$ cat config.mk
export PLATFORM = sky130hd
export DESIGN_NAME = uart_rx_wake_ctrl
export DESIGN_NICKNAME = d
export VERILOG_FILES = /design/src/rtl/uart_wake_pkg.sv /design/src/rtl/uart_wake_frame_chk.sv /design/src/rtl/uart_wake_mute_ctl.sv /design/src/rtl/uart_wake_flag_bank.sv /design/src/rtl/uart_wake_irq_merge.sv /design/src/rtl/uart_rx_wake_ctrl.sv
export SDC_FILE = /design/constraint.sdc
export NUM_CORES = 1
export LEC_CHECK = 0
export BUFFER_PORTS_ARGS = -buffer_cell sky130_fd_sc_hd__buf_2
export CAP_MARGIN = 5
export CORE_AREA = 2 2 39 41
export DETAILED_ROUTE_END_ITERATION = 8
export DIE_AREA = 0 0 41 43
export GPL_TIMING_DRIVEN = 0
export HOLD_SLACK_MARGIN = 0.08
export PLACE_DENSITY_LB_ADDON = 0.08
export SYNTH_ARGS = -nofsm -noshare
export SYNTH_HDL_FRONTEND = slang
export SYNTH_SLANG_ARGS = --single-unit
$ cat constraint.sdc
create_clock -name clk -period 1.86 [get_ports clk]
set_input_delay 0 -clock clk [delete_from_list [all_inputs] [get_ports clk]]
set_output_delay 0 -clock clk [all_outputs]
set_load 0.02 [all_outputs]
$ cat src/rtl/uart_wake_pkg.sv
package uart_wake_pkg;
   typedef enum int unsigned {
      FL_RBNE = 0,
      FL_IDLE = 1,
      FL_PERR = 2,
      FL_OVR  = 3
   } rx_flag_e;

   localparam int unsigned NUM_RX_FLAGS = 4;
   localparam int unsigned NUM_IRQ_SRC  = 6;

   typedef struct packed {
      logic is_addr;
      logic addr_hit;
      logic par_bad;
   } frame_info_t;
endpackage

$ cat src/rtl/uart_wake_frame_chk.sv
module uart_wake_frame_chk
   import uart_wake_pkg::*;
#(
   parameter int unsigned DATA_W = 9,
   parameter int unsigned ADDR_W = 4
) (
   input  logic [DATA_W-1:0] data,
   input  logic              par_bit,
   input  logic              par_en,
   input  logic              par_odd,
   input  logic [ADDR_W-1:0] node_addr,
   output frame_info_t       info
);
   localparam int unsigned FLAG_BIT = DATA_W - 1;

   generate
      if (DATA_W < 2) begin : g_bad_data
         $error("DATA_W must be at least 2");
      end
      if (ADDR_W < 1 || ADDR_W >= DATA_W) begin : g_bad_addr
         $error("ADDR_W must be between 1 and DATA_W-1");
      end
   endgenerate

   logic expect_bit;

   always_comb begin
      expect_bit    = (^data) ^ par_odd;
      info.is_addr  = data[FLAG_BIT];
      info.addr_hit = (data[ADDR_W-1:0] == node_addr);
      info.par_bad  = par_en && (par_bit != expect_bit);
   end
endmodule

$ cat src/rtl/uart_wake_mute_ctl.sv
module uart_wake_mute_ctl
   import uart_wake_pkg::*;
(
   input  logic        clk,
   input  logic        rst_n,
   input  logic        sw_wr,
   input  logic        sw_val,
   input  logic        wake_sel,
   input  logic        idle_stb,
   input  logic        frame_stb,
   input  frame_info_t info,
   output logic        mute_q,
   output logic        mute_nxt
);
   always_comb begin
      mute_nxt = mute_q;
      if (sw_wr) mute_nxt = sw_val;
      if (!wake_sel && idle_stb) mute_nxt = 1'b0;
      if (wake_sel && frame_stb && info.is_addr) mute_nxt = !info.addr_hit;
   end

   always_ff @(posedge clk or negedge rst_n) begin
      if (!rst_n) mute_q <= 1'b0;
      else        mute_q <= mute_nxt;
   end

   a_r3_idle_wakes: assert property (@(posedge clk) disable iff (!rst_n)
      (!wake_sel && idle_stb) |=> !mute_q);
   a_r4_match_wakes: assert property (@(posedge clk) disable iff (!rst_n)
      (wake_sel && frame_stb && info.is_addr && info.addr_hit) |=> !mute_q);
   a_r5_miss_mutes: assert property (@(posedge clk) disable iff (!rst_n)
      (wake_sel && frame_stb && info.is_addr && !info.addr_hit) |=> mute_q);
   a_r11_idle_ignored: assert property (@(posedge clk) disable iff (!rst_n)
      (wake_sel && idle_stb && !sw_wr && !(frame_stb && info.is_addr))
      |=> $stable(mute_q));
endmodule

$ cat src/rtl/uart_wake_flag_bank.sv
module uart_wake_flag_bank #(
   parameter int unsigned N = 4
) (
   input  logic         clk,
   input  logic         rst_n,
   input  logic [N-1:0] set,
   input  logic [N-1:0] clr,
   output logic [N-1:0] q
);
   generate
      if (N < 1) begin : g_bad_n
         $error("flag bank needs at least one flag");
      end
      for (genvar i = 0; i < N; i++) begin : g_flag
         always_ff @(posedge clk or negedge rst_n) begin
            if (!rst_n)      q[i] <= 1'b0;
            else if (set[i]) q[i] <= 1'b1;
            else if (clr[i]) q[i] <= 1'b0;
         end

         a_r9_set_wins: assert property (@(posedge clk) disable iff (!rst_n)
            set[i] |=> q[i]);
         a_r9_clear_drops: assert property (@(posedge clk) disable iff (!rst_n)
            (clr[i] && !set[i]) |=> !q[i]);
      end
   endgenerate
endmodule

$ cat src/rtl/uart_wake_irq_merge.sv
module uart_wake_irq_merge #(
   parameter int unsigned N_SRC = 6
) (
   input  logic [N_SRC-1:0] src,
   input  logic [N_SRC-1:0] en,
   output logic             irq
);
   generate
      if (N_SRC < 1) begin : g_bad_src
         $error("irq merge needs at least one source");
      end
   endgenerate

   always_comb irq = |(src & en);
endmodule

$ cat src/rtl/uart_rx_wake_ctrl.sv
module uart_rx_wake_ctrl
   import uart_wake_pkg::*;
#(
   parameter int unsigned DATA_W = 9,
   parameter int unsigned ADDR_W = 4
) (
   input  logic              clk,
   input  logic              rst_n,
   input  logic              mute_wr,
   input  logic              mute_wdata,
   input  logic              wake_sel,
   input  logic [ADDR_W-1:0] node_addr,
   input  logic              par_en,
   input  logic              par_odd,
   input  logic              idle_stb,
   input  logic              frame_stb,
   input  logic [DATA_W-1:0] frame_data,
   input  logic              frame_par,
   input  logic              ovr_stb,
   input  logic              tbe_lvl,
   input  logic              tc_lvl,
   input  logic              ie_rx,
   input  logic              ie_idle,
   input  logic              ie_perr,
   input  logic              ie_tbe,
   input  logic              ie_tc,
   input  logic              clr_rbne,
   input  logic              clr_idle,
   input  logic              clr_perr,
   input  logic              clr_ovr,
   output logic              mute,
   output logic              rbne,
   output logic              idle_flag,
   output logic              perr,
   output logic              ovr,
   output logic              irq
);
   frame_info_t                 info;
   logic                        mute_q;
   logic                        mute_nxt;
   logic                        accept;
   logic [NUM_RX_FLAGS-1:0]     fl_set;
   logic [NUM_RX_FLAGS-1:0]     fl_clr;
   logic [NUM_RX_FLAGS-1:0]     fl_q;
   logic [NUM_IRQ_SRC-1:0]      irq_src;
   logic [NUM_IRQ_SRC-1:0]      irq_en;

   uart_wake_frame_chk #(.DATA_W(DATA_W), .ADDR_W(ADDR_W)) chk_i (
      .data      (frame_data),
      .par_bit   (frame_par),
      .par_en    (par_en),
      .par_odd   (par_odd),
      .node_addr (node_addr),
      .info      (info)
   );

   uart_wake_mute_ctl mute_i (
      .clk       (clk),
      .rst_n     (rst_n),
      .sw_wr     (mute_wr),
      .sw_val    (mute_wdata),
      .wake_sel  (wake_sel),
      .idle_stb  (idle_stb),
      .frame_stb (frame_stb),
      .info      (info),
      .mute_q    (mute_q),
      .mute_nxt  (mute_nxt)
   );

   always_comb begin
      accept          = frame_stb && !mute_nxt;
      fl_set          = '0;
      fl_set[FL_RBNE] = accept;
      fl_set[FL_IDLE] = idle_stb && !mute_q;
      fl_set[FL_PERR] = accept && info.par_bad;
      fl_set[FL_OVR]  = ovr_stb && !mute_nxt;
      fl_clr          = '0;
      fl_clr[FL_RBNE] = clr_rbne;
      fl_clr[FL_IDLE] = clr_idle;
      fl_clr[FL_PERR] = clr_perr;
      fl_clr[FL_OVR]  = clr_ovr;
   end

   uart_wake_flag_bank #(.N(NUM_RX_FLAGS)) flags_i (
      .clk   (clk),
      .rst_n (rst_n),
      .set   (fl_set),
      .clr   (fl_clr),
      .q     (fl_q)
   );

   always_comb begin
      irq_src = {tc_lvl, tbe_lvl, fl_q[FL_PERR], fl_q[FL_IDLE],
                 fl_q[FL_OVR], fl_q[FL_RBNE]};
      irq_en  = {ie_tc, ie_tbe, ie_perr, ie_idle, ie_rx, ie_rx};
   end

   uart_wake_irq_merge #(.N_SRC(NUM_IRQ_SRC)) irq_i (
      .src (irq_src),
      .en  (irq_en),
      .irq (irq)
   );

   assign mute      = mute_q;
   assign rbne      = fl_q[FL_RBNE];
   assign idle_flag = fl_q[FL_IDLE];
   assign perr      = fl_q[FL_PERR];
   assign ovr       = fl_q[FL_OVR];

   a_r6_mute_blocks_rbne: assert property (@(posedge clk) disable iff (!rst_n)
      (mute_nxt && !rbne) |=> !rbne);
   a_r6_mute_blocks_ovr: assert property (@(posedge clk) disable iff (!rst_n)
      (mute_nxt && !ovr) |=> !ovr);
   a_r7_no_check_when_off: assert property (@(posedge clk) disable iff (!rst_n)
      (!par_en && !perr) |=> !perr);
   a_r8_quiet_when_disabled: assert property (@(posedge clk) disable iff (!rst_n)
      !(ie_rx || ie_idle || ie_perr || ie_tbe || ie_tc) |-> !irq);
   a_r2_sw_write: assert property (@(posedge clk) disable iff (!rst_n)
      (mute_wr && !idle_stb && !frame_stb) |=> (mute == $past(mute_wdata)));
endmodule

; ---- Word level (Yosys, flattened, before mapping)
; Cells that the tools add are included.
[word_totals]
mem_count = 0
romBits = 0
output_inout_bits = 6
register_bits = 5
ramBits = 0
word_cells = 38
latch_bits = 0
inputBits = 35
[classes]
div_mod_pow = 0
muxes = 11
magnitude_cmp = 0
n_eq_ne = 2
add_sub_neg = 0
bitwise_logic = 2
shift = 0
mul = 0
n_reduce_logical = 18
[op_table]
columns = op, n
row1 = $mux 1, 11
row2 = $reduce_xor 9->1, 1
row3 = $logic_and 1x1->1, 8
row4 = $reduce_bool 2->1, 4
row5 = $and 6x6->6, 1
row6 = $reduce_or 6->1, 1
row7 = $eq 4x4->1, 1
row8 = $logic_not 1->1, 4
row9 = $ne 1x1->1, 1
row10 = $xor 1x1->1, 1

; ---- Longest topological paths before layout
; Gate-level depths: netlist of the first run.
[depth]
ltp_word = 8
depth_mapped = 4
depth_no_buf = 4

; ---- Cells and area by module
; Synthesis of the first run repeated with hierarchy kept, for this count alone.
[hier_totals]
cells_unflattened = 42
hier_area_um2 = 416.6
[by_module_without_submodules]
columns = module, cells_per_inst, area_each_um2, instances, seq_area_each_um2
row1 = uart_wake_frame_chk, 16, 155.1, 1, 0.0
row2 = uart_wake_flag_bank, 12, 145.1, 1, 100.1
row3 = uart_wake_mute_ctl, 6, 61.3, 1, 25.0
row4 = uart_rx_wake_ctrl, 4, 27.5, 1, 0.0
row5 = uart_wake_irq_merge, 4, 27.5, 1, 0.0

; ---- Worst setup path before layout of the first run
; No wires, ideal clock.
[synth_timing]
path_kind = reg-to-reg
from = register mute_i.mute_q
to = register flags_i.q[2]
required_time_ps = 1764
synth_period_minus_slack_ps = 1088
n_path_buf = 0
stages_incl_launch_ff = 4
arrival_time_ps = 992
setup_ps = 96
path_slack_ps = 772
path_cell_list = dfrtp_1 o221ai_1 o21ai_1 o32ai_2
[synth_via]
elab_chain_cells = 7
word_cells_on_any_way = 8
cone_classes = mux (4) / reduce/logical (4)
[synth_rtl]
columns = element, line_no
row1 = from (decl), uart_wake_mute_ctl.sv:12  ; output logic mute_q,
row2 = from (signal assigned), uart_wake_mute_ctl.sv:24  ; else mute_q <= mute_nxt;
row3 = $mux 1 *, uart_wake_mute_ctl.sv:17  ; if (sw_wr) mute_nxt = sw_val;
row4 = $mux 1 *, uart_wake_mute_ctl.sv:18  ; if (!wake_sel && idle_stb) mute_nxt = 1'b0;
row5 = $mux 1 *, uart_wake_mute_ctl.sv:19  ; if (wake_sel && frame_stb && info.is_addr) mute_nxt = !info.addr_hit;
row6 = named net mute_i.mute_nxt, uart_wake_mute_ctl.sv:13  ; output logic mute_nxt
row7 = $logic_not 1->1 *, uart_rx_wake_ctrl.sv:71  ; accept = frame_stb && !mute_nxt;
row8 = $logic_and 1x1->1 *, uart_rx_wake_ctrl.sv:71
row9 = $logic_and 1x1->1 *, uart_rx_wake_ctrl.sv:75  ; fl_set[FL_PERR] = accept && info.par_bad;
row10 = $mux 1 / $reduce_bool 2->1 (equally long branches), --
row11 = "to (signal, indexed assignment)", uart_wake_flag_bank.sv:16  ; if (!rst_n) q[i] <= 1'b0;
row12 = "to (signal, indexed assignment)", uart_wake_flag_bank.sv:17  ; else if (set[i]) q[i] <= 1'b1;
row13 = "to (signal, indexed assignment)", uart_wake_flag_bank.sv:18  ; else if (clr[i]) q[i] <= 1'b0;
row14 = to (decl), uart_wake_flag_bank.sv:8  ; output logic [N-1:0] q
; Mark *: on every way through the listed nets, which the timed path passes. The rest lies on a longest branch.
; A chain may end at the register's enable or synchronous reset.

; ---- Final worst setup path of the first run
[layout_timing]
from = register mute_i.mute_q
to = register flags_i.q[3]
[layout_via]
elab_chain_cells = 6
word_cells_on_any_way = 7
cone_classes = mux (4) / reduce/logical (3)
[layout_rtl]
columns = element, line_no
row1 = $mux 1 *, uart_wake_mute_ctl.sv:17
row2 = $mux 1 *, uart_wake_mute_ctl.sv:18
row3 = $mux 1 *, uart_wake_mute_ctl.sv:19
row4 = named net mute_i.mute_nxt, uart_wake_mute_ctl.sv:13
row5 = $logic_not 1->1 *, uart_rx_wake_ctrl.sv:76  ; fl_set[FL_OVR] = ovr_stb && !mute_nxt;
row6 = $logic_and 1x1->1 *, uart_rx_wake_ctrl.sv:76
row7 = $mux 1 / $reduce_bool 2->1 (equally long branches), --
; Marks and branches as above.

==> results of run 1 <==
-- kinds of logic after synthesis --
| group | Yosys count | synth area share [%] |
|---|---|---|
| AND/OR/NAND/NOR | 4 | 5.519 |
| XOR/XNOR | 13 | 35.07 |
| AO/OA/AOI/OAI | 10 | 20.13 |
| buffers and inverters | 7 | 6.819 |
| flip-flops | 5 | 32.47 |
-- power groups by stage --
stage,Sequential (mW),Combinational [mW],Clock (mW)
final,0.136,0.204,0.127
after detailed placement,0.138,0.180,0
after floorplan,0.157,0.0896,0
after global placement,0.139,0.179,0
after global routing,0.138,0.225,0.138
after CTS,0.137,0.207,0.130
-- how the worst min path moves through the flow --
stage	from	to	slack, ns	depth (start not counted)
floorplan	rst_n	flags_i.q[0]	-0.30	0
global placement	rst_n	flags_i.q[3]	-0.18	1
detailed placement	rst_n	flags_i.q[0]	-0.18	1
CTS	rst_n	flags_i.q[0]	0.1	2
global route	rst_n	flags_i.q[0]	0.12	2
finish	rst_n	flags_i.q[0]	0.1	2
-- cells in the mapped netlist (all sizes together) --
library cell and count:
a22oi 2, o41ai 1, nand2 1, nand3 1, o221ai 1, xnor3 1, xor2 6, dfrtp 5
o21ai 2, o22ai 3, o32ai 1, xnor2 6, nand2b 1, and3 1, inv 7
-- routing by layer --
metal	up-vias	wire [um]
li1	241	-
met1	206	398
met2	16	527
met3	0	61
met4	0	0
met5	-	0
-- worst max-delay path: stages, from the launching register on --
cell,delay [ns]
dfrtp_1,0.35
o221ai_1,0.11
o21ai_1,0.32
o22ai_1,0.14
dlygate4sd3_1,0.57
-- sequential cells by signal (all words and copies together), names as in the netlist --
register,flops
flags_i.q,4
mute_i.mute_q,1
-- cell type report --
| cell class | instances | area share, % |
|---|---|---|
| repair buffers | 49 | 40.21 |
| well taps | 16 | 2.773 |
| inverters | 7 | 3.640 |
| multi-input cells | 27 | 32.41 |
| flip-flops and latches | 5 | 17.33 |
| clock buffers | 4 | 3.640 |
-- through the flow --
stage          setup slack, ns  total power [mW]  area [um^2]  instances
3_3_place_gp            0.5974            0.3173        605.6         95
4_1_cts                 0.2221            0.4737        721.9        108
3_5_place_dp            0.6142            0.3182        605.6         95
6_report                0.2458            0.4672        721.9        108
5_1_grt                0.08839            0.5012        721.9        108
2_1_floorplan           0.7723            0.2466        385.4         39
-- layout by cell type (no fill, tap or decap), types with 2 or more instances in the layout --
cell	instances
clkbuf_4	3
xor2_1	6
buf_2	40
o22ai_1	3
inv_1	7
xnor2_1	5
a22oi_1	2
dlygate4sd3_1	9
dfrtp_1	5
==> impl_metrics.ini, run 1 <==
[status]
outcome = finished, final reports clean

[global_routing]
track_usage_pct = 12.41
grt_busiest_layer = met2
grt_max_degree = 6
grt_use_met1_pct = 14.05
grt-ovfl-total = 0
antenna_found_initial = 0
grt_pass1_vias = 408
grt_pass1_wl_mm = 1.497
gr-usage-met3_pct = 5.236
gr-usage-met2_pct = 20.00

[synthesis]
synth_warnings = 0
ys_ff_latch = 5
postSynthCellCount = 39
synth_seq_area_share_pct = 32.47
synth_cell_types = 17
synth.avg_cell_area_um2 = 9.881
synth_area_leaders = dfrtp_1 32%, xor2_1 14%, xnor2_1 11%
synth_area_um2 = 385.4
syn_nets = 74
yosys.area.top_type = dfrtp_1
synth_top_area_share_pct = 32.47

[die]
io_pins = 41
initial_core_util_pct = 27.85
core_mm2 = 0.001384
fp.dieH_um = 43
die_area_mm2 = 0.001763
fp-row-count = 14
die_x_um = 41

[critical_path]
r2r_end = flags_i.q[3]
crit_end = flags_i.q[3]
critical_path_required_ns = 1.98
worstSetupPathType = reg -> reg
regToRegSetupSlack_ns = 0.25
critical_path_arrival_ns = 1.73
critPathLaunch = mute_i.mute_q
cp_max_fo = 4
end_kind = flop
reg2reg_depth = 4
crit-reg2reg-launch = mute_i.mute_q
startpoint_type = flop

[timing]
rsz0062_at_grt = false
whs_ns = 0.09640
max-slew-margin-rel_pct = 76.63
min_period_ns = 1.614
finClkSkew_ns = 0.006245
fmax_mhz = 619.5
setup_viol = 0
report.final.slew_viol_count = 0
min_period_over_period_pct = 86.79
worstMarginPinSlew_ns = 0.3482
hold_viol_final = 0
totalNegativeSetupSlack_ns = 0

[power_and_ir_drop]
internal_power_uw = 323.9
p_leak_nw = 0.3948
comb_power_share_pct = 43.8
pwr-share-clk_pct = 27.1
pwr-share-seq_pct = 29.1
switchingPower_uw = 143.3
swShare_pct = 30.67
vdd_drop_max_uv = 512.5
power_density_mw_per_mm2 = 647.1

[clocking]
cts_num_sinks = 5
clkTransAtPathRegs_ns = 0.05
postCtsHoldBufs = 9
clk_latency_ns = 0.24
cts_tree = built
htreeDepth = 1
cts_root_buf = clkbuf_4
post_cts_buffers = 0
ctsResizeCount = 0
cts_max_path_buffers = 2
numCtsBuffers = 3

[route]
ant_nets = 0
via_per_inst = 4.287
vias = 463
first_pass_iters = 2
route.detailed.drc = 0
drt_iter0_drc = 2
wl_per_cell_um = 9.139
routed_wl_um = 987

[layout]
nNetsFinal = 128
area_growth_pct = 87.34
fillers = 142
post-route-util_pct = 52.17
drive_above_1_share_pct = 48.91
antenna_cells = 0
regArea_um2 = 125.1
multiInputGateArea_um2 = 234.0

[run]
cap_violations = 0

[placement]
port_buffers = 40
dp_hpwl_um = 827.9
gp_congestion = 0.6805

[min_path]
hp-class = in -> async
Power figures use the tool's default switching activity.
==> run 2, diff against run 1 <==
--- a/config.mk
+++ b/config.mk
@@ -5,13 +5,14 @@
 export SDC_FILE = /design/constraint.sdc
 export NUM_CORES = 1
 export LEC_CHECK = 0
+export ABC_AREA = 1
 export BUFFER_PORTS_ARGS = -buffer_cell sky130_fd_sc_hd__buf_2
 export CAP_MARGIN = 5
 export CORE_AREA = 2 2 39 41
 export DETAILED_ROUTE_END_ITERATION = 8
 export DIE_AREA = 0 0 41 43
 export GPL_TIMING_DRIVEN = 0
-export HOLD_SLACK_MARGIN = 0.08
+export HOLD_SLACK_MARGIN = 0.03
 export PLACE_DENSITY_LB_ADDON = 0.08
 export SYNTH_ARGS = -nofsm -noshare
 export SYNTH_HDL_FRONTEND = slang
==> run 2 against run 1 <==
  * Register-to-register slack better by 0.08 ns
  * Clock skew about the same
  * Count of clock-buffer cells in the layout unchanged
  * Critical path type unchanged
  * Sequential power down 3%
  * Via count up 40%
  * Cell area up 10%
  * Total power down 8.9%
  * Worst hold slack worse by 0.057 ns
  * Clock power down 3%
  * Core utilization up 5.3 points
  * First-iteration DRC count rose to 3.5 times the previous value
  * Largest power group unchanged
==> impl_metrics.ini, run 2 <==
[status]
outcome = finished, final reports clean

[critical_path]
worstSetupPathType = reg -> reg
startpoint_type = flop
crit_top_cell = o21ai_0
reg2reg_depth = 6
crit_end = flags_i.q[3]
critPathLaunch = mute_i.mute_q
slowest_delay_ns = 0.56
r2r_end = flags_i.q[3]
crit_path_top_delay_cell = dlygate4sd3_1
regToRegSetupSlack_ns = 0.32
cp_cell_sequence = inv_1 -> o21ai_0 -> o211ai_1 -> nand3_1 -> o21ai_0 -> dlygate4sd3_1
crit-reg2reg-launch = mute_i.mute_q
cp_max_fo = 3
critical_path_required_ns = 1.97
critical_path_arrival_ns = 1.65
end_kind = flop

[layout]
fin_cells = 155
mostFrequentLayoutCells = 40 x buf_2, 38 x nand2_1, 21 x inv_1
top_register = flags_i.q
drive_above_1_share_pct = 31.65
post-route-util_pct = 57.50
largestRegisters = flags_i.q (4), mute_i.mute_q (1)
largest_reg_flops = 4
final_common_cell = buf_2
area_growth_pct = 62.66
antenna_cells = 0
nNetsFinal = 175

[clocking]
numCtsBuffers = 3
cts_root_buf = clkbuf_4
cts_num_sinks = 5
htreeDepth = 1
cts_tree = built
clk_latency_ns = 0.24
clkTransAtPathRegs_ns = 0.05
cts_max_path_buffers = 2

[timing]
max-slew-margin-rel_pct = 82.98
min_period_over_period_pct = 82.73
rsz0062_at_grt = false
setup_slack_ns = 0.3212
hold_viol_final = 0
fmax_mhz = 649.9
report.final.slew_viol_count = 0
finClkSkew_ns = 0.006014
setup_viol = 0
min_period_ns = 1.539
totalNegativeSetupSlack_ns = 0
worstMarginPinSlew_ns = 0.2542

[die]
fp-row-count = 14
die_area_mm2 = 0.001763
initial_core_util_pct = 35.35
die_x_um = 41
fp.dieH_um = 43
core_mm2 = 0.001384
io_pins = 41

[global_routing]
grt_pass1_wl_mm = 1.718
grt_pass1_vias = 519
track_usage_pct = 13.57
antenna_found_initial = 0
grt-ovfl-total = 0
grt_max_degree = 6

[placement]
dp_cells = 145
port_buffers = 40
dp_hpwl_um = 934.7
gp_congestion = 0.6128
place_ws_ns = 0.8094

[route]
route.detailed.drc = 0
vias = 649
wl_per_cell_um = 7.039
wl_met3_um = 113
drt-met1-wl_um = 443
top_layer_used = met3
routed_wl_mm = 1.091
first_pass_iters = 4
ant_nets = 0
drt_iter0_drc = 7
dr_wl_met2_um = 534
via_per_inst = 4.187

[synthesis]
synth_cell_types = 13
syn_nets = 124
synth_area_leaders = nand2_1 29%, dfrtp_1 26%, inv_1 16%
post-synth-top-count-cell = nand2_1
postSynthCellCount = 89
synth_area_um2 = 489.2
synth_seq_area_share_pct = 25.58
synth_common_cells = 38 x nand2_1, 21 x inv_1, 7 x nor2_1, 5 x dfrtp_1, 5 x nand3_1
synth_warnings = 0
async_reset_ff_share_pct = 100.0
synth_flop_cell = dfrtp_1
synth_edf_count = 0
ys_ff_latch = 5
synth.avg_cell_area_um2 = 5.497
synth_top_area_share_pct = 29.16
yosys.area.top_type = nand2_1

[run]
cap_violations = 0

[power_and_ir_drop]
vdd_drop_max_uv = 202.3
p_leak_nw = 0.5371
power_density_mw_per_mm2 = 535.0

[min_path]
hp-class = in -> reg
-- run 2: cell count changes after synthesis, moves of 4 or more --
cell,previous run,this run
inv_1,7,21
nand3_1,1,5
nor2_1,0,7
xor2_1,6,2
nand2_1,1,38
-- run 2: repair_timing --
| item | 4_1_cts | 5_1_grt |
|---|---|---|
| resized for setup | 0 | 0 |
| buffers inserted | 0 | 0 |
| hold buffers | 6 | 0 |
| hold endpoints to repair | 9 | 0 |
-- run 2: through the flow --
stage               area [um^2]  hold WS [ns]  total power [mW]
floorplan                 489.2       -0.2956            0.2255
global placement          709.4       -0.1819            0.2913
detailed placement        709.4       -0.1814            0.2939
CTS                       795.8       0.03248            0.4311
global route              795.8       0.06264            0.4648
finish                    795.8       0.03917            0.4257
-- run 2: layer usage --
layer	track usage, %	vias up
met2	23.44	29
met3	0	0
met5	0	-
met4	8.000	0
li1	-	366
met1	15.48	254
-- run 2: kinds of logic after synthesis --
kind of cell / share of synthesized area (%)
AND/OR/NAND/NOR: 42.46
buffers and inverters: 16.11
AO/OA/AOI/OAI: 8.698
flip-flops: 25.58
XOR/XNOR: 7.162
-- run 2: worst min path at each step --
stage          startpoint  cells after the start           end  slack [ns]
5_1_grt          idle_stb                      3  flags_i.q[1]        0.06
6_report         idle_stb                      3  flags_i.q[1]        0.04
4_1_cts          idle_stb                      3  flags_i.q[1]        0.03
3_3_place_gp        rst_n                      1  flags_i.q[1]       -0.18
2_1_floorplan       rst_n                      0  flags_i.q[0]       -0.30
3_5_place_dp        rst_n                      1  flags_i.q[1]       -0.18
-- run 2: critical path: cells and delay by family, from the launching register on --
| kind | cells | cell delay, ns |
|---|---|---|
| buffers and inverters | 2 | 0.60 |
| AO/OA/AOI/OAI | 3 | 0.35 |
| flip-flops | 1 | 0.35 |
| AND/OR/NAND/NOR | 1 | 0.11 |
-- run 2: power breakdown --
part | total (mW) | switching, mW | leakage [nW] | internal (mW)
clock | 0.123 | 0.0423 | 0.0150 | 0.0809
combinational | 0.171 | 0.0892 | 0.461 | 0.0816
sequential | 0.132 | 0.00868 | 0.0607 | 0.123
-- run 2: area by class of cell --
| cell class | count | area (um^2) |
|---|---|---|
| Timing Repair Buffer | 46 | 260.3 |
| Multi-Input combinational cell | 63 | 285.3 |
| Fill cell | 143 | 588.1 |
| Tap cell | 16 | 20.02 |
| Clock buffer | 4 | 26.28 |
| Inverter | 21 | 78.83 |
| Sequential cell | 5 | 125.1 |
==> run 3, diff against run 2 <==
--- a/config.mk
+++ b/config.mk
@@ -5,7 +5,7 @@
 export SDC_FILE = /design/constraint.sdc
 export NUM_CORES = 1
 export LEC_CHECK = 0
-export ABC_AREA = 1
+export ABC_AREA = 0
 export BUFFER_PORTS_ARGS = -buffer_cell sky130_fd_sc_hd__buf_2
 export CAP_MARGIN = 5
 export CORE_AREA = 2 2 39 41
==> constraint.sdc (replaced) <==
create_clock -name clk -period 1.5 [get_ports clk]
set_input_delay 0 -clock clk [delete_from_list [all_inputs] [get_ports clk]]
set_output_delay 0 -clock clk [all_outputs]
set_load 0.02 [all_outputs]
==> run 3 against run 2 <==
  * Final cell count down 31%
  * Sequential share of layout area up 1.9 points
  * Sequential cell count unchanged
  * Register-to-register slack better by 0.11 ns
  * Largest cell class is now buffers
  * Cell area down 11%
  * Count of clock-buffer cells in the layout unchanged
  * Critical endpoint is now flags_i.q[2]
  * Critical path type is now in -> reg
  * Die area unchanged
==> impl_metrics.ini, run 3 (synthesis gave the netlist of run 1 again) <==
[timing]
totalNegativeSetupSlack_ns = 0
finClkSkew_ns = 0.004792
min_period_ns = 1.214
rsz0062_at_grt = false
min_period_over_period_pct = 80.96
report.final.slew_viol_count = 0
fmax_mhz = 823.4
hold_viol_final = 0
worstMarginPinSlew_ns = 0.3443
setup_viol = 0
max-slew-margin-rel_pct = 76.89

[layout]
largestRegisters = flags_i.q (4), mute_i.mute_q (1)
antenna_cells = 0
final_common_cell = buf_2
multiInputGateArea_um2 = 234.0
mostFrequentLayoutCells = 40 x buf_2, 8 x dlygate4sd3_1, 7 x inv_1
top_register = flags_i.q
regArea_um2 = 125.1
largest_reg_flops = 4
design_area_um2 = 711.9
drive_above_1_share_pct = 49.45
area_growth_pct = 84.74
nNetsFinal = 127
fillers = 140

[min_path]
hp-class = in -> reg
holdPathEnd = flags_i.q[1]
holdPathStages = 3
hold_start = idle_stb

[global_routing]
grt-ovfl-total = 0
antenna_found_initial = 0
grt_max_degree = 6
grt_pass1_vias = 422
grt_pass1_wl_mm = 1.504
track_usage_pct = 12.51

[clocking]
numCtsBuffers = 3
cts_max_path_buffers = 2
postCtsHoldBufs = 8
cts_root_buf = clkbuf_4
clkTransAtPathRegs_ns = 0.04
htreeDepth = 1
clk_latency_ns = 0.24
cts_num_sinks = 5
post_cts_buffers = 0
ctsResizeCount = 0
cts_tree = built

[route]
top_layer_used = met3
dr_wl_met2_um = 529
route.detailed.drc = 0
via_per_inst = 4.280
drt-met1-wl_um = 390
wl_per_cell_um = 9.178
ant_nets = 0
routed_wl_um = 982
first_pass_iters = 2
vias = 458
wl_met3_um = 63
drt_iter0_drc = 1

[critical_path]
worstSetupPathType = in -> reg
crit-reg2reg-launch = mute_i.mute_q
path_depth = 6
cp_top_family = buffers and inverters
critPathLaunch = frame_stb
reg2reg_depth = 3
slowest_delay_ns = 0.53
critical_path_required_ns = 1.64
cp_max_fo = 4
cp_cell_sequence = dlygate4sd3_1 -> buf_2 -> and3_1 -> o41ai_1 -> o21ai_1 -> o32ai_2
r2r_end = flags_i.q[2]
regToRegSetupSlack_ns = 0.43
startpoint_type = input pin
critical_path_arrival_ns = 1.36
crit_path_top_delay_cell = dlygate4sd3_1
path_buf_inv = 2
end_kind = flop

[die]
io_pins = 41
initial_core_util_pct = 27.85
core_mm2 = 0.001384
fp-row-count = 14
die_x_um = 41
fp.dieH_um = 43
die_area_mm2 = 0.001763

[power_and_ir_drop]
power_density_mw_per_mm2 = 786.2
p_leak_nw = 0.3878
vdd_drop_max_uv = 638.6

[status]
outcome = finished, final reports clean

[run]
cap_violations = 0

[placement]
placed_area_um2 = 605.6
port_buffers = 40
gp_congestion = 0.6805
dp_hpwl_um = 827.9
run 3: stage by stage:
step                cells  hold slack [ns]  utilization [%]  power (mW)  setup WS, ns
floorplan              39          -0.2956                -      0.3058        0.4123
global placement       95          -0.1791            43.76      0.3935        0.2374
detailed placement     95          -0.1817            43.76      0.3946        0.2542
CTS                   107          0.04953            51.45      0.5706        0.2711
global route          107          0.04963            51.45      0.6034        0.1597
finish                107          0.05353            51.45      0.5597        0.2856
run 3: how the worst max path moves through the flow:
| stage | endpoint | slack, ns |
|---|---|---|
| 6_report | flags_i.q[2] | 0.29 |
| 4_1_cts | flags_i.q[2] | 0.27 |
| 5_1_grt | flags_i.q[2] | 0.16 |
| 3_3_place_gp | flags_i.q[2] | 0.24 |
| 3_5_place_dp | flags_i.q[2] | 0.25 |
| 2_1_floorplan | flags_i.q[2] | 0.41 |
run 3: metal layers:
metal / global-route usage, % / vias up
met4: 4.000 / 0
met2: 20.63 / 16
met5: 0 / -
met3: 4.712 / 0
li1: - / 239
met1: 14.05 / 203
run 3: power by group:
group / internal (mW) / total [mW] / switching (mW)
sequential: 0.155 / 0.169 / 0.0136
clock: 0.101 / 0.155 / 0.0543
combinational: 0.131 / 0.236 / 0.105
run 3: worst register-to-register path, stage by stage, from the launching register on:
cell      delay, ns
dfrtp_1        0.38
o221ai_1       0.16
o21ai_1        0.16
o32ai_2        0.28
run 3: layout make-up:
cell class	count	area share (%)
Timing Repair Buffer	48	39.37
Sequential cell	5	17.57
Clock buffer	4	3.691
Inverter	7	3.691
Tap cell	16	2.812
Multi-Input combinational cell	27	32.86
